[src/rtl/periph_clk_slot_pkg.sv]
package periph_clk_slot_pkg;

    localparam int REG_W    = 32;
    localparam int PRES_BIT = 31;
    localparam int BUSY_BIT = 30;
    localparam int GATE_BIT = 29;
    localparam int SRC_LSB  = 24;
    localparam int FRAC_BIT = 3;
    localparam int DIV_LSB  = 0;

    typedef enum logic [1:0] {
        SL_OFF    = 2'd0,
        SL_PARKED = 2'd1,
        SL_RUN    = 2'd2
    } slot_state_e;

endpackage

[src/rtl/pcs_cfg_reg.sv]
module pcs_cfg_reg
    import periph_clk_slot_pkg::*;
#(
    parameter bit HAS_SRC = 1'b1,
    parameter bit HAS_DIV = 1'b1,
    parameter int SRCW    = 3,
    parameter int DIVW    = 3
) (
    input  logic             clk,
    input  logic             rst_n,
    input  logic             present,
    input  logic             busy,
    input  logic             wr_en,
    input  logic [REG_W-1:0] wr_data,
    output logic             gate_q,
    output logic [SRCW-1:0]  src_q,
    output logic             frac_q,
    output logic [DIVW-1:0]  pcd_q,
    output logic             wr_err
);

    logic [SRCW-1:0] wr_src;
    logic            wr_frac;
    logic [DIVW-1:0] wr_pcd;
    logic            fld_change;
    logic            bad_combo;
    logic            reject;
    logic            unused_wr;

    // Bits of wr_data that no field uses are gathered here.
    assign unused_wr = ^wr_data;

    // Absent fields read as zero and never count as a change.
    generate
        if (HAS_SRC) begin : g_src
            assign wr_src = wr_data[SRC_LSB +: SRCW];
        end else begin : g_nosrc
            assign wr_src = '0;
        end
        if (HAS_DIV) begin : g_div
            assign wr_frac = wr_data[FRAC_BIT];
            assign wr_pcd  = wr_data[DIV_LSB +: DIVW];
        end else begin : g_nodiv
            assign wr_frac = 1'b0;
            assign wr_pcd  = '0;
        end
    endgenerate

    always_comb begin
        fld_change = (wr_src != src_q) || (wr_frac != frac_q) || (wr_pcd != pcd_q);
        bad_combo  = wr_frac && (wr_pcd == '0);
        reject     = !present || busy || (gate_q && fld_change) || bad_combo;
    end

    always_ff @(posedge clk or negedge rst_n) begin
        if (!rst_n) begin
            gate_q <= 1'b0;
            src_q  <= '0;
            frac_q <= 1'b0;
            pcd_q  <= '0;
            wr_err <= 1'b0;
        end else begin
            wr_err <= wr_en && reject;
            if (wr_en && !reject) begin
                gate_q <= wr_data[GATE_BIT];
                src_q  <= wr_src;
                frac_q <= wr_frac;
                pcd_q  <= wr_pcd;
            end
        end
    end

    // an absent slot takes no write.
    assert_absent_hold_R3: assert property (@(posedge clk) disable iff (!rst_n)
        (wr_en && !present) |=> ($stable({gate_q, src_q, frac_q, pcd_q}) && wr_err));

    // a busy slot takes no write.
    assert_busy_hold_R4: assert property (@(posedge clk) disable iff (!rst_n)
        (wr_en && busy) |=> ($stable({gate_q, src_q, frac_q, pcd_q}) && wr_err));

    // the source and divider fields stay frozen while the gate is on.
    assert_gated_frozen_R5: assert property (@(posedge clk) disable iff (!rst_n)
        gate_q |=> $stable({src_q, frac_q, pcd_q}));

    // the stored configuration never holds the fractional bit with PCD 0.
    assert_no_bad_combo_R6: assert property (@(posedge clk) disable iff (!rst_n)
        !(frac_q && (pcd_q == '0)));

endmodule

[src/rtl/pcs_src_sel.sv]
module pcs_src_sel #(
    parameter bit HAS_SRC = 1'b1,
    parameter int NSRC    = 7,
    parameter int SRCW    = 3
) (
    input  logic [NSRC-1:0] src_tick,
    input  logic [SRCW-1:0] src_code,
    output logic            sel_tick,
    output logic            src_ok
);

    generate
        if (HAS_SRC) begin : g_mux
            always_comb begin
                sel_tick = 1'b0;
                for (int i = 0; i < NSRC; i++) begin
                    if (src_code == SRCW'(i + 1)) begin
                        sel_tick = src_tick[i];
                    end
                end
                src_ok = (src_code != '0);
            end
        end else begin : g_fixed
            logic unused_code;
            assign unused_code = ^{src_code, src_tick[NSRC-1:1]};
            assign sel_tick    = src_tick[0];
            assign src_ok      = 1'b1;
        end
    endgenerate

endmodule

[src/rtl/pcs_rate_gen.sv]
module pcs_rate_gen
    import periph_clk_slot_pkg::*;
#(
    parameter int DIVW = 3
) (
    input  logic            clk,
    input  logic            rst_n,
    input  logic            gate,
    input  logic            src_ok,
    input  logic            tick,
    input  logic            frac,
    input  logic [DIVW-1:0] pcd,
    output logic            en_o
);

    localparam int ACCW = DIVW + 1;

    slot_state_e     state_q, state_d;
    logic [ACCW-1:0] acc_q;
    logic [ACCW-1:0] inc, lim, sum;
    logic            reach;

    always_comb begin
        inc   = ACCW'(frac) + ACCW'(1);
        lim   = ACCW'(pcd) + ACCW'(1);
        sum   = acc_q + inc;
        reach = (sum >= lim);
    end

    // Next-state logic: arm, start, park, stop.
    always_comb begin
        state_d = state_q;
        unique case (state_q)
            SL_OFF: begin
                if (gate && src_ok)  state_d = SL_RUN;
                else if (gate)       state_d = SL_PARKED;
            end
            SL_PARKED: begin
                if (!gate)           state_d = SL_OFF;
                else if (src_ok)     state_d = SL_RUN;
            end
            SL_RUN: begin
                if (!gate)           state_d = SL_OFF;
                else if (!src_ok)    state_d = SL_PARKED;
            end
            default:                 state_d = SL_OFF;
        endcase
    end

    // State register.
    always_ff @(posedge clk or negedge rst_n) begin
        if (!rst_n) state_q <= SL_OFF;
        else        state_q <= state_d;
    end

    // Output process: accumulator and enable strobe.
    always_ff @(posedge clk or negedge rst_n) begin
        if (!rst_n) begin
            acc_q <= '0;
            en_o  <= 1'b0;
        end else if (state_d != SL_RUN) begin
            acc_q <= '0;
            en_o  <= 1'b0;
        end else if (tick) begin
            en_o  <= reach;
            acc_q <= reach ? (sum - lim) : sum;
        end else begin
            en_o  <= 1'b0;
        end
    end

    // no strobe unless the machine sits in SL_RUN.
    assert_quiet_off_R9: assert property (@(posedge clk) disable iff (!rst_n)
        (state_q != SL_RUN) |-> !en_o);

    // the remainder stays below the divisor.
    assert_acc_bound_R8: assert property (@(posedge clk) disable iff (!rst_n)
        acc_q <= ACCW'(pcd));

    // a strobe needs a source strobe on the cycle before.
    assert_strobe_cause_R8: assert property (@(posedge clk) disable iff (!rst_n)
        en_o |-> $past(tick));

endmodule

[src/rtl/periph_clk_slot.sv]
module periph_clk_slot
    import periph_clk_slot_pkg::*;
#(
    parameter bit HAS_SRC = 1'b1,
    parameter bit HAS_DIV = 1'b1,
    parameter int NSRC    = 7,
    parameter int DIVW    = 3
) (
    input  logic             clk,
    input  logic             rst_n,
    input  logic             slot_present,
    input  logic             periph_busy,
    input  logic [NSRC-1:0]  src_tick,
    input  logic             wr_en,
    input  logic [REG_W-1:0] wr_data,
    output logic [REG_W-1:0] rd_data,
    output logic             wr_err,
    output logic             clk_active,
    output logic             clk_en
);

    localparam int SRCW = $clog2(NSRC + 1);

    logic            gate_q;
    logic [SRCW-1:0] src_q;
    logic            frac_q;
    logic [DIVW-1:0] pcd_q;
    logic            sel_tick;
    logic            src_ok;

    pcs_cfg_reg #(
        .HAS_SRC (HAS_SRC),
        .HAS_DIV (HAS_DIV),
        .SRCW    (SRCW),
        .DIVW    (DIVW)
    ) u_cfg (
        .clk     (clk),
        .rst_n   (rst_n),
        .present (slot_present),
        .busy    (periph_busy),
        .wr_en   (wr_en),
        .wr_data (wr_data),
        .gate_q  (gate_q),
        .src_q   (src_q),
        .frac_q  (frac_q),
        .pcd_q   (pcd_q),
        .wr_err  (wr_err)
    );

    pcs_src_sel #(
        .HAS_SRC (HAS_SRC),
        .NSRC    (NSRC),
        .SRCW    (SRCW)
    ) u_sel (
        .src_tick (src_tick),
        .src_code (src_q),
        .sel_tick (sel_tick),
        .src_ok   (src_ok)
    );

    pcs_rate_gen #(
        .DIVW (DIVW)
    ) u_rate (
        .clk    (clk),
        .rst_n  (rst_n),
        .gate   (gate_q),
        .src_ok (src_ok),
        .tick   (sel_tick),
        .frac   (frac_q),
        .pcd    (pcd_q),
        .en_o   (clk_en)
    );

    always_comb begin
        rd_data                      = '0;
        rd_data[PRES_BIT]            = slot_present;
        rd_data[BUSY_BIT]            = periph_busy;
        rd_data[GATE_BIT]            = gate_q;
        rd_data[SRC_LSB +: SRCW]     = src_q;
        rd_data[FRAC_BIT]            = frac_q;
        rd_data[DIV_LSB +: DIVW]     = pcd_q;
    end

    assign clk_active = periph_busy || gate_q;

    // source code 0 never yields a strobe.
    assert_src_zero_quiet_R7: assert property (@(posedge clk) disable iff (!rst_n)
        !src_ok |-> !clk_en);

endmodule

[config.mk]
export PLATFORM = sky130hd
export DESIGN_NAME = periph_clk_slot
export DESIGN_NICKNAME = d
export VERILOG_FILES = /design/src/rtl/periph_clk_slot_pkg.sv /design/src/rtl/pcs_cfg_reg.sv /design/src/rtl/pcs_src_sel.sv /design/src/rtl/pcs_rate_gen.sv /design/src/rtl/periph_clk_slot.sv
export SDC_FILE = /design/constraint.sdc
export NUM_CORES = 1
export LEC_CHECK = 0
export ABC_CLOCK_PERIOD_IN_PS = 5390
export BUFFER_PORTS_ARGS = -buffer_cell sky130_fd_sc_hd__buf_4
export CAP_MARGIN = 10
export CORE_MARGIN = 2
export CORE_UTILIZATION = 47
export DETAILED_ROUTE_END_ITERATION = 10
export GPL_TIMING_DRIVEN = 0
export PLACE_DENSITY = 0.88
export SLEW_MARGIN = 40
export SYNTH_ARGS = -nofsm -noshare
export SYNTH_HDL_FRONTEND = slang
export SYNTH_SLANG_ARGS = --single-unit
[constraint.sdc]
create_clock -name clk -period 5.39 [get_ports clk]
set_input_delay 0.2695 -clock clk [delete_from_list [all_inputs] [get_ports clk]]
set_output_delay 0.2695 -clock clk [all_outputs]
set_load 0.02 [all_outputs]
==> results.json, run 1 <==
{
  "final_common_cell": "buf_4",
  "status": "complete, no violations",
  "report.final.slew_viol_count": 0,
  "yosys.area.top_type_share_pct": 29.9,
  "fin_nets": 249,
  "yosysTopAreaCell": "dfrtp_1",
  "antenna_found_initial": 0,
  "cts_htree_levels": 1,
  "root_buffer": "clkbuf_4",
  "cp-start-kind": "flip-flop",
  "rsz0062_at_grt": "no",
  "fin_crit_sh_pct": 51.0,
  "critPathArrivalTime_ps": 2910,
  "synth-async-reset-ratio_pct": 100,
  "tritoncts": "built",
  "hold_path_class": "primary input to flip-flop",
  "synth-edff-count": 0,
  "final_layout_size_suffix_gt1_share_pct": 39.0,
  "drtPass1Iterations": 4,
  "grt_max_degree": 17,
  "critPathMaxFanout": 5,
  "p_int_uw": 550,
  "rr_startpoint": "u_cfg.frac_q",
  "grt_pass1_wl_mm": 4.06,
  "cp.required_ps": 5540,
  "worstSetupPathType": "flip-flop to flip-flop",
  "path_cells": "inv_1, ha_1, inv_1, fa_1, xnor2_1, ha_1, o21ai_0, a31oi_1, or2_2, o2111ai_1, o21ai_0",
  "numCtsBuffers": 3,
  "clockBufferDepth": 2,
  "drtIter0Drc": 15,
  "area_growth_pct": 30.2,
  "core.rowCount": 19,
  "viasPerCell": 4.77,
  "cap_violations": 0,
  "endpoint_kind": "flip-flop",
  "power_switching_uw": 470,
  "timing.fmax_ghz": 0.363,
  "finalCriticalPeriod_ps": 2750,
  "grt_usage_pct": 15.8,
  "drt-total-wl_mm": 2.46,
  "cp-startpoint": "u_cfg.frac_q",
  "share_seq_of_total_power_pct": 22.5,
  "dieArea_um2": 3290,
  "tightest_slew_ps": 567,
  "drc": 0,
  "placed_cells": 221,
  "n_antenna_cell": 0,
  "pwr-share-clk_pct": 7.9,
  "finalNonFillerCells": 226,
  "ir_worst_vdd_v": 0.000427,
  "synth_cell_type_count": 38,
  "post-cts-setup-buffers": 0,
  "comb_power_share_pct": 69.6,
  "num_vias": 1077,
  "netlist_instances": 137,
  "synth-seq-cells": 16,
  "clk_pin_slew_worst_paths_ps": 100,
  "slew_headroom_pct": 62.2,
  "ios": 79,
  "grt_overflow": 0,
  "finalSetupViolations": 0,
  "clkLatencyLatePin_ps": 280,
  "final_cell_mix": "buf_4, conb_1, dfrtp_1",
  "cts.sinks": 16,
  "finClkSkew_ps": 3.32,
  "core_area_um2": 2730,
  "ys_seq_area_share_pct": 29.9,
  "finalHoldViolCount": 0,
  "powerDensity_nw_per_um2": 586,
  "p_leak_nw": 0.939,
  "grt_pass1_vias": 1018,
  "synth_area_um2": 1340,
  "fp.dieW_um": 57.3,
  "gp_congestion": 0.831,
  "sw_frac_of_total_pct": 46.1,
  "die_height_um": 57.3,
  "place_hpwl_mm": 2.08,
  "synth.avg_cell_area_um2": 9.76,
  "critPathMaxStageDelay_ps": 450,
  "io_buffer_count": 32,
  "synth_flop_cell": "dfrtp_1",
  "synth_area_leaders": "dfrtp_1, buf_4, mux2_4, ha_1, xnor2_1",
  "hold_start": "wr_data[29]",
  "fin_setup_tns_ps": 0,
  "wire_per_inst_um": 10.9,
  "yosys_warnings": 0,
  "ant_nets": 0,
  "start_util_pct": 48.9,
  "cp_slowest_cell": "dfrtp_1"
}
-- registers in the layout, summed over array words and instances, names as in the netlist --
name / flops
u_rate.state_q: 2
u_cfg.pcd_q: 3
u_rate.en_o: 1
u_rate.acc_q: 4
u_cfg.wr_err: 1
u_cfg.gate_q: 1
u_cfg.frac_q: 1
u_cfg.src_q: 3
-- worst paths after layout --
check	end	slack, ps	cells past startpoint
max in group asynchronous	u_cfg.gate_q	4850	2
min	u_cfg.gate_q	200	2
max	u_rate.acc_q[1]	2640	11
max reg2reg	u_rate.acc_q[1]	2640	11
min in group asynchronous	u_rate.acc_q[1]	360	2
min reg2reg	u_rate.acc_q[1]	580	2
-- worst max-delay path, delay by kind of cell (launching register included) --
family / cells / cell delay, ps
adder cells (fa/ha/maj): 3 / 940
AO/OA/AOI/OAI: 4 / 550
flip-flops: 1 / 450
AND/OR/NAND/NOR: 1 / 330
buffers and inverters: 2 / 180
XOR/XNOR: 1 / 150
-- cells by family after synthesis --
logic type,after synthesis,share of synthesized area [%]
AO/OA/AOI/OAI,24,12.0
XOR/XNOR,12,7.86
adder cells (fa/ha/maj),9,9.54
buffers and inverters,37,18.8
flip-flops,16,29.9
multiplexers,10,10.2
other,1,0.280
AND/OR/NAND/NOR,28,11.4
-- area by class of cell --
| type | instances | area (µm²) |
|---|---|---|
| Tap cell | 31 | 38.8 |
| Buffer | 28 | 218 |
| Sequential cell | 16 | 400 |
| Timing Repair Buffer | 33 | 250 |
| Fill cell | 237 | 992 |
| Multi-Input combinational cell | 105 | 764 |
| Inverter | 9 | 33.8 |
| Clock buffer | 4 | 36.3 |
-- synthesized netlist by cell type (all sizes together) (2+ instances only) --
| library cell | number |
|---|---|
| a21boi | 2 |
| a21oi | 4 |
| a31oi | 2 |
| and3 | 3 |
| buf | 28 |
| dfrtp | 16 |
| fa | 2 |
| ha | 7 |
| inv | 9 |
| mux2 | 8 |
| mux2i | 2 |
| nand2 | 10 |
| nand3 | 2 |
| nor2 | 2 |
| o21ai | 8 |
| or2 | 2 |
| xnor2 | 6 |
| xor2 | 6 |
-- timing repair --
item                                   CTS  global route
resized for setup                        0             0
endpoints found under the hold margin   16             0
hold buffers                             1             0
-- power groups by stage --
| stage | Combinational [mW] | Sequential, mW | Clock, mW |
|---|---|---|---|
| final | 0.711 | 0.230 | 0.0803 |
| after global placement | 0.687 | 0.229 | 0 |
| after floorplan | 0.520 | 0.248 | 0 |
| after CTS | 0.708 | 0.230 | 0.0818 |
| after detailed placement | 0.706 | 0.232 | 0 |
| after global routing | 0.794 | 0.239 | 0.0853 |
-- layer usage --
| metal | up-vias | wire (µm) | share of wire, % | track usage (%) |
|---|---|---|---|---|
| met5 | - | 0 | 0 | 0 |
| met4 | 0 | 19 | 0.77 | 6.98 |
| met3 | 2 | 200 | 8.1 | 3.17 |
| met2 | 38 | 1230 | 50 | 27.8 |
| met1 | 499 | 1010 | 41 | 18.3 |
| li1 | 538 | - | - | - |
-- metrics by stage --
step | setup WS [ps] | hold WS (ps) | area (µm²) | util, % | total power, mW
floorplan | 2870 | -26.1 | 1420 | - | 0.769
global placement | 2720 | 133 | 1700 | 62.0 | 0.917
detailed placement | 2650 | 136 | 1700 | 62.0 | 0.939
CTS | 2640 | 200 | 1740 | 63.7 | 1.02
global route | 2450 | 195 | 1740 | 63.7 | 1.12
finish | 2640 | 203 | 1740 | 63.7 | 1.02
Power figures use the tool's default switching activity.
==> run 2, diff against run 1 <==
Settings changed: ABC_AREA set to 1, ABC_CLOCK_PERIOD_IN_PS 5390 to 2280, CORE_UTILIZATION 47 to 40, PLACE_DENSITY 0.88 to 0.78.
Clock period 5.39 ns to 2.28 ns, I/O delays scaled along.
==> results.json, run 2 <==
{
  "status": "finished with violations",
  "violations": "setup timing",
  "synth.avg_cell_area_um2": 7.38,
  "min_path_cells": 3,
  "ios": 79,
  "clkLatencyLatePin_ps": 280,
  "numCtsBuffers": 3,
  "drtPass1Iterations": 4,
  "largestRegisters": "u_rate.acc_q x4, u_cfg.pcd_q x3, u_cfg.src_q x3",
  "synth_area_leaders": "dfrtp_1, buf_4, nand2_1, ha_1, inv_1",
  "finalSetupViolations": 3,
  "tritoncts": "built",
  "hold_path_class": "primary input to flip-flop",
  "place_hpwl_mm": 2.39,
  "holdWs_ps": 91.4,
  "use_met3_pct": 2.50,
  "synth_cell_type_count": 28,
  "cts_htree_levels": 1,
  "met2_usage_pct": 29.6,
  "clk_pin_slew_worst_paths_ps": 90,
  "powerDensity_nw_per_um2": 1190,
  "critPathArrivalTime_ps": 2480,
  "drt-total-wl_mm": 3.24,
  "netlist_instances": 191,
  "cap_violations": 0,
  "grt_pass1_wl_mm": 5.42,
  "synth-edff-count": 0,
  "yosysMostFrequentCell": "nand2_1",
  "num_vias": 1374,
  "wire_per_inst_um": 10.7,
  "largest_reg_flops": 4,
  "rr_startpoint": "u_cfg.frac_q",
  "ant_nets": 0,
  "fin_crit_sh_pct": 101,
  "placed_area_um2": 1780,
  "worstSetupPathType": "flip-flop to flip-flop",
  "min_to": "u_cfg.src_q[2]",
  "synth_commonest_cells": "nand2_1, buf_4, inv_1, dfrtp_1, nand3_1",
  "cts.sinks": 16,
  "finClkSkew_ps": 3.85,
  "max_flop_register": "u_rate.acc_q",
  "hold_start": "wr_data[26]",
  "die_height_um": 63.4,
  "ir_worst_vdd_v": 0.000538,
  "viasPerCell": 4.53,
  "cp.required_ps": 2460,
  "report.final.slew_viol_count": 0,
  "yosys_warnings": 0,
  "critPathMaxFanout": 5,
  "endpoint_kind": "flip-flop",
  "p_leak_nw": 1.10,
  "worstReg2RegEnd": "u_rate.acc_q[2]",
  "timing.reg2reg.setup_slack_ps": -20,
  "clockBufferDepth": 2,
  "synth_area_um2": 1410,
  "timing.fmax_ghz": 0.435,
  "yosys.area.top_type_share_pct": 28.4,
  "final_cell_mix": "buf_4, nand2_1, conb_1",
  "core.rowCount": 21,
  "area_growth_pct": 42.9,
  "synth_flop_cell": "dfrtp_1",
  "start_util_pct": 41.9,
  "drtIter0Drc": 26,
  "dieArea_um2": 4020,
  "grt_overflow": 0,
  "grt.busiest_layer": "met2",
  "yosysTopAreaCell": "dfrtp_1",
  "grt_use_met1_pct": 20.0,
  "synth-seq-cells": 16,
  "root_buffer": "clkbuf_4",
  "ys_seq_area_share_pct": 28.4,
  "drc": 0,
  "fillCellCount": 314,
  "grt_usage_pct": 16.7,
  "rsz0062_at_grt": "yes",
  "io_buffer_count": 31,
  "antenna_found_initial": 0,
  "final_layout_size_suffix_gt1_share_pct": 40.1,
  "core_area_um2": 3360,
  "n_antenna_cell": 0,
  "grt_pass1_vias": 1288,
  "final_common_cell": "buf_4",
  "finalCriticalPeriod_ps": 2300,
  "reg2reg_depth": 13,
  "fin_area_um2": 2010,
  "grt_max_degree": 17,
  "synth-async-reset-ratio_pct": 100,
  "finalHoldViolCount": 0,
  "fp.dieW_um": 63.4,
  "fin_nets": 312,
  "gp_congestion": 0.823,
  "fin_ws_ps": -20.6,
  "cp-start-kind": "flip-flop"
}
[run 2: what timing repair did]
action | in CTS | in global routing
gates cloned | 1 | 0
setup buffers | 3 | 6
gates resized for setup | 17 | 10
hold endpoints to repair | 16 | 0
setup endpoints to repair | 5 | 5
hold buffers | 1 | 0
pin swaps | 7 | 14
[run 2: through the flow]
step | std cells | setup slack, ps | TNS [ps] | total power [mW] | util, %
CTS | 297 | -80.7 | -188 | 2.11 | 57.8
global route | 303 | -133 | -525 | 2.61 | 59.9
finish | 303 | -20.6 | -40.8 | 2.41 | 59.9
floorplan | 212 | 25.7 | 0 | 1.38 | -
global placement | 289 | -182 | -611 | 1.65 | 53.1
detailed placement | 289 | -248 | -969 | 1.69 | 53.1
[run 2: worst max path at each step]
stage,from,to,depth (start not counted)
floorplan,u_cfg.frac_q,u_rate.acc_q[2],13
global placement,u_cfg.frac_q,u_rate.acc_q[2],13
detailed placement,u_cfg.frac_q,u_rate.acc_q[2],13
CTS,u_cfg.frac_q,u_rate.acc_q[0],12
global route,u_cfg.frac_q,u_rate.acc_q[2],13
finish,u_cfg.frac_q,u_rate.acc_q[2],13
[run 2: kinds of logic after synthesis]
group | share of synthesized area (%)
xor gates and xnor gates | 2.48
DFF | 28.4
other | 0.266
AOI/OAI and AO/OA | 6.12
adders and majority gates | 9.05
buffers and inverters | 20.7
and+or+nand+nor | 33.0
[run 2: layout make-up]
cell class	count	area, µm²	area share, %
multi-input combinational	146	931	46.2
sequential	16	402	19.9
timing repair buffer	41	310	15.4
buffer	27	200	9.94
inverter	24	91.3	4.53
tap	46	57.6	2.86
clock buffer	3	22.5	1.12
[run 2: per-layer routing]
metal  wire length [µm]  part of all wire, %  vias to the layer above
li1                   -                    -                      701
met1               1340                   41                      632
met2               1700                   53                       35
met3                152                  4.7                        6
met4                 44                  1.4                        0
met5                  0                    0                        -
[run 2: where the power goes]
group	switching [mW]	internal, mW	total [mW]	leakage [nW]
Clock	0.0848	0.0613	0.146	0.0138
Combinational	0.964	0.821	1.78	0.889
Sequential	0.107	0.368	0.476	0.198
Total	1.16	1.25	2.41	1.10
[run 2: critical path, stage by stage (launching register included)]
cell and delay [ps]:
dfrtp_2 430, inv_2 90, ha_4 130, inv_2 30, fa_2 550, inv_2 60, ha_4 260, nand4_1 180
nand3_4 170, o21ai_2 70, o21ai_1 70, nor2_1 60, nand2_1 50, nand2_1 50
==> run 3, diff against run 2 <==
Settings changed: RECOVER_POWER set to 25.
==> results.json, run 3 (same netlist as run 2, synthesis figures left out) <==
{
  "share_seq_of_total_power_pct": 19.8,
  "grt_usage_pct": 16.7,
  "core.rowCount": 21,
  "drtPass1Iterations": 4,
  "final_layout_size_suffix_gt1_share_pct": 39.7,
  "slew_headroom_pct": 41.9,
  "finalSetupViolations": 3,
  "fin_nets": 312,
  "num_vias": 1370,
  "grt_overflow": 0,
  "grt_max_degree": 17,
  "comb_power_share_pct": 74.1,
  "report.final.slew_viol_count": 0,
  "critPathMaxStageDelay_ps": 550,
  "tightest_slew_ps": 872,
  "largestRegisters": "u_rate.acc_q x4, u_cfg.pcd_q x3, u_cfg.src_q x3",
  "finalHoldViolCount": 0,
  "clockBufferDepth": 2,
  "status": "finished with violations",
  "cp-start-kind": "flip-flop",
  "cpMostUsedCell": "inv_2",
  "drtIter0Drc": 22,
  "drc": 0,
  "power_switching_mw": 1.16,
  "critPathMaxFanout": 5,
  "fin_area_um2": 2010,
  "worstSetupPathType": "flip-flop to flip-flop",
  "cap_violations": 0,
  "grt_pass1_wl_mm": 5.42,
  "hold_path_class": "primary input to flip-flop",
  "cp.required_ps": 2460,
  "cts_htree_levels": 1,
  "n_antenna_cell": 0,
  "violations": "setup timing",
  "core_area_um2": 3360,
  "finalCriticalPeriod_ps": 2300,
  "placed_area_um2": 1780,
  "wire_per_inst_um": 10.7,
  "path_cells": "inv_2, ha_4, inv_2, fa_2, inv_2, ha_4, nand4_1, nand3_4, o21ai_2, o21ai_1, nor2_1, nand2_1, nand2_1",
  "final_common_cell": "buf_4",
  "ir_worst_vdd_v": 0.000538,
  "cts.sinks": 16,
  "place_hpwl_mm": 2.39,
  "p_int_mw": 1.25,
  "endpoint_kind": "flip-flop",
  "clk_pin_slew_worst_paths_ps": 90,
  "numCtsBuffers": 3,
  "rsz0062_at_grt": "yes",
  "antenna_found_initial": 0,
  "start_util_pct": 41.9,
  "viasPerCell": 4.52,
  "timing.fmax_ghz": 0.435,
  "fp.dieW_um": 63.4,
  "grt_pass1_vias": 1288,
  "final_cell_mix": "buf_4, nand2_1, conb_1",
  "fin_crit_sh_pct": 101,
  "clkLatencyLatePin_ps": 280,
  "sw_frac_of_total_pct": 48.1,
  "tritoncts": "built",
  "root_buffer": "clkbuf_4",
  "pwr-share-clk_pct": 6.1,
  "ant_nets": 0,
  "die_height_um": 63.4,
  "drt-total-wl_mm": 3.25,
  "powerDensity_nw_per_um2": 1200,
  "critPathArrivalTime_ps": 2480,
  "gp_congestion": 0.823,
  "finClkSkew_ps": 3.86,
  "io_buffer_count": 31,
  "fin_ws_ps": -20.6,
  "holdWs_ps": 91.4,
  "area_growth_pct": 42.6,
  "p_leak_nw": 1.10,
  "max_flop_register": "u_rate.acc_q",
  "ios": 79,
  "largest_reg_flops": 4,
  "cp_slowest_cell": "fa_2",
  "dieArea_um2": 4020
}
==> run 3: cell types whose count changed in the layout (fill, tap and decap cells not counted) <==
cell      previous run  this run
buf_4               66        65
clkbuf_1             0         1
==> run 3: path summary, 6_finish.rpt <==
path	endpoint	startpoint	depth (start not counted)	slack, ps
worst max-delay path	u_rate.acc_q[2]	u_cfg.frac_q	13	-20
worst min-delay path	u_cfg.gate_q	wr_data[29]	3	90
worst max register to register	u_rate.acc_q[2]	u_cfg.frac_q	13	-20
worst min register to register	u_rate.state_q[0]	u_rate.state_q[0]	3	530
max in group asynchronous	u_cfg.frac_q	rst_n	2	1230
min in group asynchronous	u_rate.acc_q[3]	rst_n	2	450
==> run 3: metrics by stage <==
stage / cells / setup TNS (ps) / utilization (%) / worst slack, ps / power (mW)
floorplan: 212 / 0 / - / 25.7 / 1.38
global placement: 289 / -611 / 53.1 / -182 / 1.65
detailed placement: 289 / -969 / 53.1 / -248 / 1.69
CTS: 297 / -188 / 57.8 / -80.7 / 2.11
global route: 303 / -525 / 59.8 / -133 / 2.61
finish: 303 / -40.7 / 59.8 / -20.6 / 2.41
==> run 3: power by group through the flow <==
| stage | sequential (mW) | clock [mW] | combinational (mW) |
|---|---|---|---|
| finish | 0.476 | 0.146 | 1.78 |
| global placement | 0.471 | 0 | 1.18 |
| floorplan | 0.498 | 0 | 0.884 |
| global route | 0.491 | 0.171 | 1.95 |
| detailed placement | 0.473 | 0 | 1.21 |
| CTS | 0.473 | 0.151 | 1.49 |
==> run 3: final cells by class <==
class | instances | area [µm²]
Clock buffer | 3 | 22.5
Multi-Input combinational cell | 146 | 931
Tap cell | 46 | 57.6
Sequential cell | 16 | 402
Inverter | 24 | 91.3
Timing Repair Buffer | 41 | 307
Fill cell | 316 | 1350
Buffer | 27 | 200
==> run 3: critical path, delay by kind of cell, from the launching register on <==
| kind | cells | cell delay [ps] |
|---|---|---|
| fa+ha+maj | 3 | 940 |
| buf+inv | 3 | 180 |
| compound gates | 2 | 140 |
| simple gates | 5 | 510 |
| flops | 1 | 430 |
==> run 3: routing by layer <==
layer  wire, µm  GRT usage [%]  vias to the layer above  part of all wire, %
met5          0              0                        -                    0
li1           -              -                      701                    -
met4         44           7.07                        0                  1.4
met3        152           2.50                        6                  4.7
met2       1700           29.6                       35                   52
met1       1350           20.0                      628                   41
==> run 3: timing repair <==
action                                  in CTS  in global routing
hold buffers                                 1                  0
setup buffers                                3                  6
cloned                                       1                  0
gates resized for setup                     17                 10
endpoints found under the setup margin       5                  5
pin swaps                                    7                 14
endpoints found under the hold margin       16                  0
